$ cat src/rtl/amem_pkg.sv
package amem_pkg;
    localparam int CFG_W  = 32;
    localparam int TIM_W  = 30;
    localparam int CNT_W  = 6;
    localparam int SS_POS = 31;
    localparam int EW_POS = 30;
    localparam logic [CFG_W-1:0] CFG_RESET = 32'h3FFF_FFFC;

    typedef enum logic [2:0] {
        ST_IDLE,
        ST_TURN,
        ST_SETUP,
        ST_STROBE,
        ST_HOLD
    } seq_state_e;

    typedef struct packed {
        logic             sel_strobe;
        logic             wide;
        logic [CNT_W-1:0] setup_len;
        logic [CNT_W-1:0] strobe_len;
        logic [CNT_W-1:0] hold_len;
        logic [CNT_W-1:0] turn_len;
    } phase_cfg_t;
endpackage

$ cat src/rtl/amem_cfg_decode.sv
module amem_cfg_decode
    import amem_pkg::*;
(
    input  logic             sel_strobe,
    input  logic [TIM_W-1:0] timing,
    input  logic             is_write,
    output phase_cfg_t       pcfg
);
    always_comb begin
        pcfg.sel_strobe = sel_strobe;
        pcfg.wide       = |timing[1:0];
        pcfg.turn_len   = CNT_W'(timing[3:2]);
        if (is_write) begin
            pcfg.setup_len  = CNT_W'(timing[29:26]);
            pcfg.strobe_len = CNT_W'(timing[25:20]);
            pcfg.hold_len   = CNT_W'(timing[19:17]);
        end else begin
            pcfg.setup_len  = CNT_W'(timing[16:13]);
            pcfg.strobe_len = CNT_W'(timing[12:7]);
            pcfg.hold_len   = CNT_W'(timing[6:4]);
        end
    end
endmodule

$ cat src/rtl/amem_phase_ctr.sv
module amem_phase_ctr #(
    parameter int W = 6
) (
    input  logic         clk,
    input  logic         rst_n,
    input  logic         load,
    input  logic [W-1:0] load_val,
    output logic         zero
);
    logic [W-1:0] cnt_q;

    always_ff @(posedge clk or negedge rst_n) begin
        if (!rst_n)
            cnt_q <= '0;
        else if (load)
            cnt_q <= load_val;
        else if (cnt_q != '0)
            cnt_q <= cnt_q - 1'b1;
    end

    assign zero = (cnt_q == '0);
endmodule

$ cat src/rtl/amem_strobe_seq.sv
module amem_strobe_seq
    import amem_pkg::*;
#(
    parameter int ADDR_W = 16,
    parameter int DATA_W = 16
) (
    input  logic              clk,
    input  logic              rst_n,
    input  logic              cfg_we,
    input  logic [CFG_W-1:0]  cfg_wdata,
    input  logic              req_valid,
    input  logic              req_write,
    input  logic [ADDR_W-1:0] req_addr,
    input  logic [DATA_W-1:0] req_wdata,
    output logic              req_ack,
    output logic [DATA_W-1:0] rsp_rdata,
    output logic              cfg_err,
    output logic [ADDR_W-1:0] mem_addr,
    output logic [DATA_W-1:0] mem_dout,
    output logic              mem_dout_en,
    input  logic [DATA_W-1:0] mem_din,
    output logic              mem_cs_n,
    output logic              mem_oe_n,
    output logic              mem_we_n
);
    localparam int LANE_W = DATA_W / 2;

    seq_state_e        state_q, state_d;
    logic              cfg_ss_q;
    logic [TIM_W-1:0]  cfg_tim_q;
    logic              cfg_err_q;
    logic              act_ss_q, act_write_q;
    logic [TIM_W-1:0]  act_tim_q;
    logic [ADDR_W-1:0] addr_q;
    logic [DATA_W-1:0] wdata_q;
    logic [DATA_W-1:0] rdata_q;
    logic              have_prev_q, last_write_q;
    logic              accept, dir_flip, phase_done, active;
    logic              dec_ss, dec_write;
    logic [TIM_W-1:0]  dec_tim;
    phase_cfg_t        pcfg;
    logic              ctr_load;
    logic [CNT_W-1:0]  ctr_val;

    // configuration register; the extended-wait bit is never stored
    always_ff @(posedge clk or negedge rst_n) begin
        if (!rst_n) begin
            cfg_ss_q  <= CFG_RESET[SS_POS];
            cfg_tim_q <= CFG_RESET[TIM_W-1:0];
            cfg_err_q <= 1'b0;
        end else if (cfg_we) begin
            cfg_ss_q  <= cfg_wdata[SS_POS];
            cfg_tim_q <= cfg_wdata[TIM_W-1:0];
            cfg_err_q <= cfg_err_q | cfg_wdata[EW_POS] | cfg_wdata[1];
        end
    end

    assign accept   = (state_q == ST_IDLE) && req_valid;
    assign dir_flip = have_prev_q && (last_write_q != req_write);

    // idle decodes the live register for the new request; otherwise the snapshot
    assign dec_ss    = (state_q == ST_IDLE) ? cfg_ss_q  : act_ss_q;
    assign dec_tim   = (state_q == ST_IDLE) ? cfg_tim_q : act_tim_q;
    assign dec_write = (state_q == ST_IDLE) ? req_write : act_write_q;

    amem_cfg_decode u_dec (
        .sel_strobe (dec_ss),
        .timing     (dec_tim),
        .is_write   (dec_write),
        .pcfg       (pcfg)
    );

    amem_phase_ctr #(.W(CNT_W)) u_ctr (
        .clk      (clk),
        .rst_n    (rst_n),
        .load     (ctr_load),
        .load_val (ctr_val),
        .zero     (phase_done)
    );

    // state register
    always_ff @(posedge clk or negedge rst_n) begin
        if (!rst_n)
            state_q <= ST_IDLE;
        else
            state_q <= state_d;
    end

    // next state and counter loads
    always_comb begin
        state_d  = state_q;
        ctr_load = 1'b0;
        ctr_val  = '0;
        unique case (state_q)
            ST_IDLE: begin
                if (req_valid) begin
                    ctr_load = 1'b1;
                    if (dir_flip) begin
                        state_d = ST_TURN;
                        ctr_val = pcfg.turn_len;
                    end else begin
                        state_d = ST_SETUP;
                        ctr_val = pcfg.setup_len;
                    end
                end
            end
            ST_TURN: begin
                if (phase_done) begin
                    state_d  = ST_SETUP;
                    ctr_load = 1'b1;
                    ctr_val  = pcfg.setup_len;
                end
            end
            ST_SETUP: begin
                if (phase_done) begin
                    state_d  = ST_STROBE;
                    ctr_load = 1'b1;
                    ctr_val  = pcfg.strobe_len;
                end
            end
            ST_STROBE: begin
                if (phase_done) begin
                    state_d  = ST_HOLD;
                    ctr_load = 1'b1;
                    ctr_val  = pcfg.hold_len;
                end
            end
            ST_HOLD: begin
                if (phase_done)
                    state_d = ST_IDLE;
            end
            default: state_d = ST_IDLE;
        endcase
    end

    // request snapshot, read capture and direction memory
    always_ff @(posedge clk or negedge rst_n) begin
        if (!rst_n) begin
            act_ss_q     <= 1'b0;
            act_write_q  <= 1'b0;
            act_tim_q    <= '0;
            addr_q       <= '0;
            wdata_q      <= '0;
            rdata_q      <= '0;
            have_prev_q  <= 1'b0;
            last_write_q <= 1'b0;
        end else begin
            if (accept) begin
                act_ss_q    <= cfg_ss_q;
                act_tim_q   <= cfg_tim_q;
                act_write_q <= req_write;
                addr_q      <= req_addr;
                wdata_q     <= req_wdata;
            end
            if (state_q == ST_STROBE && phase_done && !act_write_q)
                rdata_q <= pcfg.wide ? mem_din
                                     : {{(DATA_W-LANE_W){1'b0}}, mem_din[LANE_W-1:0]};
            if (state_q == ST_HOLD && phase_done) begin
                have_prev_q  <= 1'b1;
                last_write_q <= act_write_q;
            end
        end
    end

    // outputs
    always_comb begin
        active      = (state_q == ST_SETUP) || (state_q == ST_STROBE) || (state_q == ST_HOLD);
        mem_cs_n    = pcfg.sel_strobe ? (state_q != ST_STROBE) : !active;
        mem_oe_n    = !((state_q == ST_STROBE) && !act_write_q);
        mem_we_n    = !((state_q == ST_STROBE) && act_write_q);
        mem_addr    = active ? addr_q : '0;
        mem_dout_en = active && act_write_q;
        if (!mem_dout_en)
            mem_dout = '0;
        else if (pcfg.wide)
            mem_dout = wdata_q;
        else
            mem_dout = {{(DATA_W-LANE_W){1'b0}}, wdata_q[LANE_W-1:0]};
        req_ack     = (state_q == ST_HOLD) && phase_done;
        rsp_rdata   = rdata_q;
        cfg_err     = cfg_err_q;
    end
endmodule

$ cat config.mk
export PLATFORM = sky130hd
export DESIGN_NAME = amem_strobe_seq
export DESIGN_NICKNAME = d
export VERILOG_FILES = /design/src/rtl/amem_pkg.sv /design/src/rtl/amem_cfg_decode.sv /design/src/rtl/amem_phase_ctr.sv /design/src/rtl/amem_strobe_seq.sv
export SDC_FILE = /design/constraint.sdc
export NUM_CORES = 1
export LEC_CHECK = 0
export BUFFER_PORTS_ARGS = -buffer_cell sky130_fd_sc_hd__buf_2
export CAP_MARGIN = 10
export CORE_MARGIN = 2
export CORE_UTILIZATION = 50
export CTS_BUF_LIST = sky130_fd_sc_hd__clkbuf_16
export CTS_CLUSTER_DIAMETER = 50
export CTS_CLUSTER_SIZE = 10
export DETAILED_ROUTE_END_ITERATION = 7
export HOLD_SLACK_MARGIN = 0.1
export PLACE_DENSITY_LB_ADDON = 0.25
export SLEW_MARGIN = 20
export SYNTH_ARGS = -nofsm -noshare
export SYNTH_HDL_FRONTEND = slang
export SYNTH_HIERARCHICAL = 1
export SYNTH_SLANG_ARGS = --single-unit
$ cat constraint.sdc
create_clock -name clk -period 4.6 [get_ports clk]
set_input_delay 0.92 -clock clk [delete_from_list [all_inputs] [get_ports clk]]
set_output_delay 0.92 -clock clk [all_outputs]
set_load 0.005 [all_outputs]
Word level (Yosys, flattened, before mapping)
Index checks and enable logic that the tools add are counted.
- add/subtract/negate cells: 1
- eq/ne operators: 11
- multiplexer cells: 27
- bitwise logic cells: 2
- reductions and logical operators: 21
- operators with widths (operator ; count):
    two-way mux 16 bit ; 5
    two-way mux 6 bit ; 7
    two-way mux 30 bit ; 1
    case mux 6 bit (4 select lines) ; 1
    two-way mux 3 bit ; 5
    case mux 3 bit (5 select lines) ; 1
    != test 2 bit, second input constant ; 5
    logical AND 1 bit ; 8
    == test 3 x 2 -> 1 bit, second input constant ; 2
    logical NOT 6 bit ; 1
    nonzero test 6 bit ; 1
    subtractor 6 x 1 -> 6 bit, second input constant ; 1
    two-way mux 1 bit ; 5
    AND reduction 5 bit ; 1
    logical NOT 1 bit ; 4
    == test 3 x 1 -> 1 bit, second input constant ; 1
    == test 3 bit, second input constant ; 1
    logical NOT 3 bit ; 1
    != test 3 x 2 -> 1 bit, second input constant ; 1
    OR reduction 3 bit ; 1
    logical OR 1 bit ; 2
    two-way mux 2 bit ; 1
    OR 1 bit ; 2
    case mux 1 bit (2 select lines) ; 1
    other kinds (3) ; 3
- bits in registers: 123
- output and inout port bits: 54
- word-level logic and storage cells: 75

Logic depth before layout (Yosys ltp)
- depth in word-level cells: 7
- gate-level depth with buffers: 11

Modules after synthesis
Netlist, hierarchy kept.
- modules (own cells, without submodules) (module ; times used ; cells an instance ; area an instance (um^2) ; seq. area each (um^2)):
    amem_strobe_seq ; 1 ; 547 ; 5393.9 ; 2962.8
    amem_phase_ctr ; 1 ; 40 ; 400.4 ; 150.1
    amem_cfg_decode ; 1 ; 28 ; 295.3 ; 0.0

Worst setup path after synthesis
Ideal clock, no wire load.
- kind: reg-to-output
- from: reg state_q[1]
- to: out mem_dout[13]
- data arrival time: 2.014 ns
- setup slack: 1.666 ns
- cell stages (with the launch flop): 8
- buffers on the path: 3
- cell sequence: dfrtp_1 -> buf_2 -> nor3_4 -> buf_2 -> mux2_2 -> or2_2 -> clkbuf_1 -> and3_1
- RTL lines (item ; line ; text):
    from (decl) ; amem_strobe_seq.sv:28 ; seq_state_e state_q, state_d;
    from (signal assigned) ; amem_strobe_seq.sv:86 ; state_q <= state_d;
    to (decl) ; amem_strobe_seq.sv:19 ; output logic [DATA_W-1:0] mem_dout,

Final worst setup path
- from: reg state_q[1]
- to: out mem_dout[15]
- longest elaborated chain between the ends: 5
- ends and longest elaborated chain (item ; line ; text):
    logical NOT 3 bit or == test 3 x 2 -> 1 bit (tied branches) ; amem_strobe_seq.sv:63, amem_strobe_seq.sv:167 ;
    two-way mux 30 bit or logical OR 1 bit (tied branches) ; amem_strobe_seq.sv:63, amem_strobe_seq.sv:167 ;
    OR reduction 2 bit or logical OR 1 bit (tied branches) ; amem_cfg_decode.sv:11, amem_strobe_seq.sv:167 ;
    two-way mux 16 bit or logical AND 1 bit (tied branches) ; amem_strobe_seq.sv:175, amem_strobe_seq.sv:172 ;
    two-way mux 16 bit (*) ; amem_strobe_seq.sv:173 ; if (!mem_dout_en)
Mark *: on every way between the ends. The rest lies on a longest branch, timed or not.

==> impl.org <==
** Global routing
- Pin count of the biggest net entering global routing :: 124
- The number of antenna violations at the first check in global routing was 0.
- The number of global-route vias before repair came to 4,378.
- Summed over all layers, the global routing overflow is 0.
- Across every metal layer, demand over resource in global routing totals 0.207.
- The first global-routing pass estimated 21.2 mm of wire.

** Yosys
- Most used flip-flop cell after synthesis :: sky130_fd_sc_hd__dfrtp_1
- Dividing the synthesized area by the synthesized cell count gives between 9 and 10 sq um.
- Synthesis produced 615 cells.
- Sequential element share of the synthesized area :: 0.511
- The cell area that synthesis handed to floorplanning was 6090 sq um.
- Warning count from the yosys run :: 6
- Synth top area cells :: sky130_fd_sc_hd__dfrtp_1, sky130_fd_sc_hd__nand2_1, sky130_fd_sc_hd__mux2_2
- Fraction of registers with async set/reset :: 1.00
- In this run, distinct cell masters in the synthesized netlist total 48.
- The synthesized design contains around 120 register bits.
- The share of synthesized area in the top cell type comes to 0.390.
- Number of enable flip-flop cells after synthesis :: 0
- The largest total area in the synthesized netlist belongs to sky130_fd_sc_hd__dfrtp_1.

** Finish
- Synth-to-layout area growth :: 20.2%
- Number of nets in the final layout :: around 800
- The repair_antennas step left the layout with diodes totalling 0.
- At the end of the flow the core is filled with cells to 0.612.
- Fill cells in the final layout number 1,003.
- The library cells used most frequently in the layout, excluding fill and tap cells, are sky130_fd_sc_hd__nand2_1, sky130_fd_sc_hd__buf_2, sky130_fd_sc_hd__dfrtp_1.
- Share of layout cells above drive strength 1 :: 0.383
- Cell area after layout :: 7320 sq um
- Leaving out fill and tap cells, the most frequent cell in the layout is sky130_fd_sc_hd__nand2_1.
- Non-filler instance count after layout :: 897

** Clock network
- Maximum number of buffers from clock root to sink :: 2
- The later pin in the worst-skew pair is clocked with a latency of 0.42 ns.
- TritonCTS built the clock tree.
- Post-CTS repair timing setup buffer count :: 0
- After clock tree synthesis, the clock-pin slew on the worst setup and hold paths is 0.05 ns.
- The clock tree synthesis step divided the H-tree into 4 levels.
- Hold_buf cts :: 0
- The number of gates resized after CTS was 0.
- Root cell of the clock tree :: sky130_fd_sc_hd__clkbuf_16
- Sinks on the clock net :: 123
- Counting the buffers created by CTS gives 17.

** Timing
- On the final layout, the worst hold slack is 0.462 ns.
- Setup Skew :: 0.00668 ns
- Final-report max-slew violation count :: 0
- Achievable Freq :: 272 MHz
- Final period util :: 0.799
- Number of hold violations in the final report :: 0
- Setup slack on the critical path of the routed design comes to 0.924 ns.
- Fin crit period :: 3.68 ns
- Setup repair after global routing left no endpoint under its margin.
- Worst-case headroom to the max-slew limit :: 0.324
- Slew at the pin closest to its max-slew limit :: 1.01 ns
- Setup total negative slack on the finished layout was measured at 0 ns.
- Setup violation total in the final timing report :: 0

** Setup path
- WP data arrival :: 2.76 ns
- Largest fanout of any net on the critical path :: 17
- Category of the critical setup timing path :: reg2out
- Data on the critical path is required at its endpoint by 3.68 ns.
- The worst setup path is launched from a register.
- The worst setup path is captured at a primary output.

** Place
- Timing analysis after detailed placement gives a worst setup slack of about 1.4 ns.
- After detailed placement, the total cell area comes to 6770 sq um.
- At the end of routability-driven placement, the weighted congestion stood at 0.835.
- Number of cells in the design after placement :: 865
- Detailed placement HPWL :: 9.06 mm
- Port buffering added between 100 and 150 buffers.

** Floorplan
- After floorplanning, the core was sized to cover approximately 12,000 sq um.
- Floorplan die area :: 13,100 sq um
- Chip height :: 114 microns
- The floorplan step set the die width to 114 microns.
- Initial core utilization :: 0.509
- I/O pin count :: ~140
- After floorplanning, the core was divided into 40 placement rows.

** Detailed routing
- DR WL met3 :: a little under 900 microns
- Using the TritonRoute via totals, the vias-per-cell ratio works out to 5.10.
- The first routing iteration left 238 violations.
- Number of routed nets with antenna violations :: 0
- The detailed router put a total of 5.61 mm of wire on met1.
- First-pass iteration count of the detailed router :: 6
- In the routed design, unresolved DRC markers number 0.
- In the final routed layout, each cell accounts on average for 14.5 microns.
- After detailed routing, no signal wire sits above met4.
- Across all layers, the routed design uses 4,579 vias.
- Sum of met2 wire segment lengths after detailed routing :: 6.31 mm
- Drt total wl :: approximately 13 mm

** Power and ir drop
- Static Leakage :: 3.77 nW
- Overall power consumption after layout is estimated at 4.74 mW.
- Power spread over the standard cell area amounts to 648 nW/um^2.
- The worst-case IR drop observed on VDD is 0.353 mV.

** Worst hold path
- The path class of the tightest hold or removal check is reg2reg.

** Job
- Number of violations of the max-capacitance limit :: 0

** Status
- The flow ran to the end, and the final reports show no timing, DRC or antenna violations.
-- logic make-up (layout without fill, tap and decap cells) --
logic type               count (synthesis)  in the layout  synth area share
AND/OR/NAND/NOR                        312            312             0.224
multiplexers                            87             87             0.165
other                                    1              9          0.000616
adder cells (fa/ha/maj)                  2              2           0.00411
buffers and inverters                   52            179            0.0479
flip-flops                             123            123             0.511
XOR/XNOR                                 4              4           0.00575
AO/OA/AOI/OAI                           34             34            0.0409
-- path summary, 6_finish.rpt --
check / start / end / slack [ns] / cells past startpoint
max reg2reg: state_q[0] / u_ctr/cnt_q[2] / 1.59 / 9
min in group asynchronous: rst_n / rsp_rdata[3] / 0.59 / 2
max in group asynchronous: rst_n / act_tim_q[19] / 3.54 / 2
min reg2reg: addr_q[13] / addr_q[13] / 0.46 / 2
max: state_q[1] / mem_dout[15] / 0.92 / 5
min: addr_q[13] / addr_q[13] / 0.46 / 2
-- per-layer routing --
| metal | vias to the layer above | global-route usage |
|---|---|---|
| met4 | 0 | 0.0740 |
| met2 | 156 | 0.343 |
| met3 | 18 | 0.0508 |
| met1 | 2169 | 0.267 |
| met5 | - | 0 |
| li1 | 2236 | - |
-- Yosys cell counts, drive strengths merged (2+ instances only) --
cell type    n
a221oi       2
o22ai        2
nor2         6
and3         9
nand3       10
or2          2
mux2i        8
o31ai        4
dfrtp       95
ha           2
a22o         4
a22oi        6
and2        10
xnor2        3
a21oi        5
inv          5
o21ai        7
nand2b       5
mux2        79
dfstp       28
nor3         2
clkbuf      13
nor2b       21
nand2      241
buf         34
-- registers in the layout, indices dropped and copies added, names as in the netlist, 3 cells and up --
signal and count:
rsp_rdata 16, cfg_tim_q 30, wdata_q 16, state_q 3, act_tim_q 30, addr_q 16, u_ctr/cnt_q 6
-- final cells by class --
| class | count | area [sq um] | share of cell area |
|---|---|---|---|
| clock buffer | 17 | 425 | 0.0581 |
| clock inverter | 15 | 121 | 0.0166 |
| inverter | 5 | 18.8 | 0.00256 |
| multi-input combinational | 448 | 2720 | 0.372 |
| sequential | 123 | 3110 | 0.425 |
| tap | 147 | 184 | 0.0251 |
| timing repair buffer | 142 | 736 | 0.101 |
-- critical path, cell delays in order (launching register included) --
cell and delay (ns):
sky130_fd_sc_hd__dfrtp_1 0.63, sky130_fd_sc_hd__nor2b_1 0.35, sky130_fd_sc_hd__a21oi_2 0.21, sky130_fd_sc_hd__nor2b_1 0.78, sky130_fd_sc_hd__and3_1 0.26, sky130_fd_sc_hd__buf_2 0.11
-- where the power goes --
| group | switching (mW) | internal [mW] |
|---|---|---|
| combinational | 0.924 | 0.858 |
| sequential | 0.242 | 1.49 |
| clock | 0.455 | 0.776 |
| total | 1.62 | 3.12 |
Note: power is estimated with default switching activity, not from simulation.
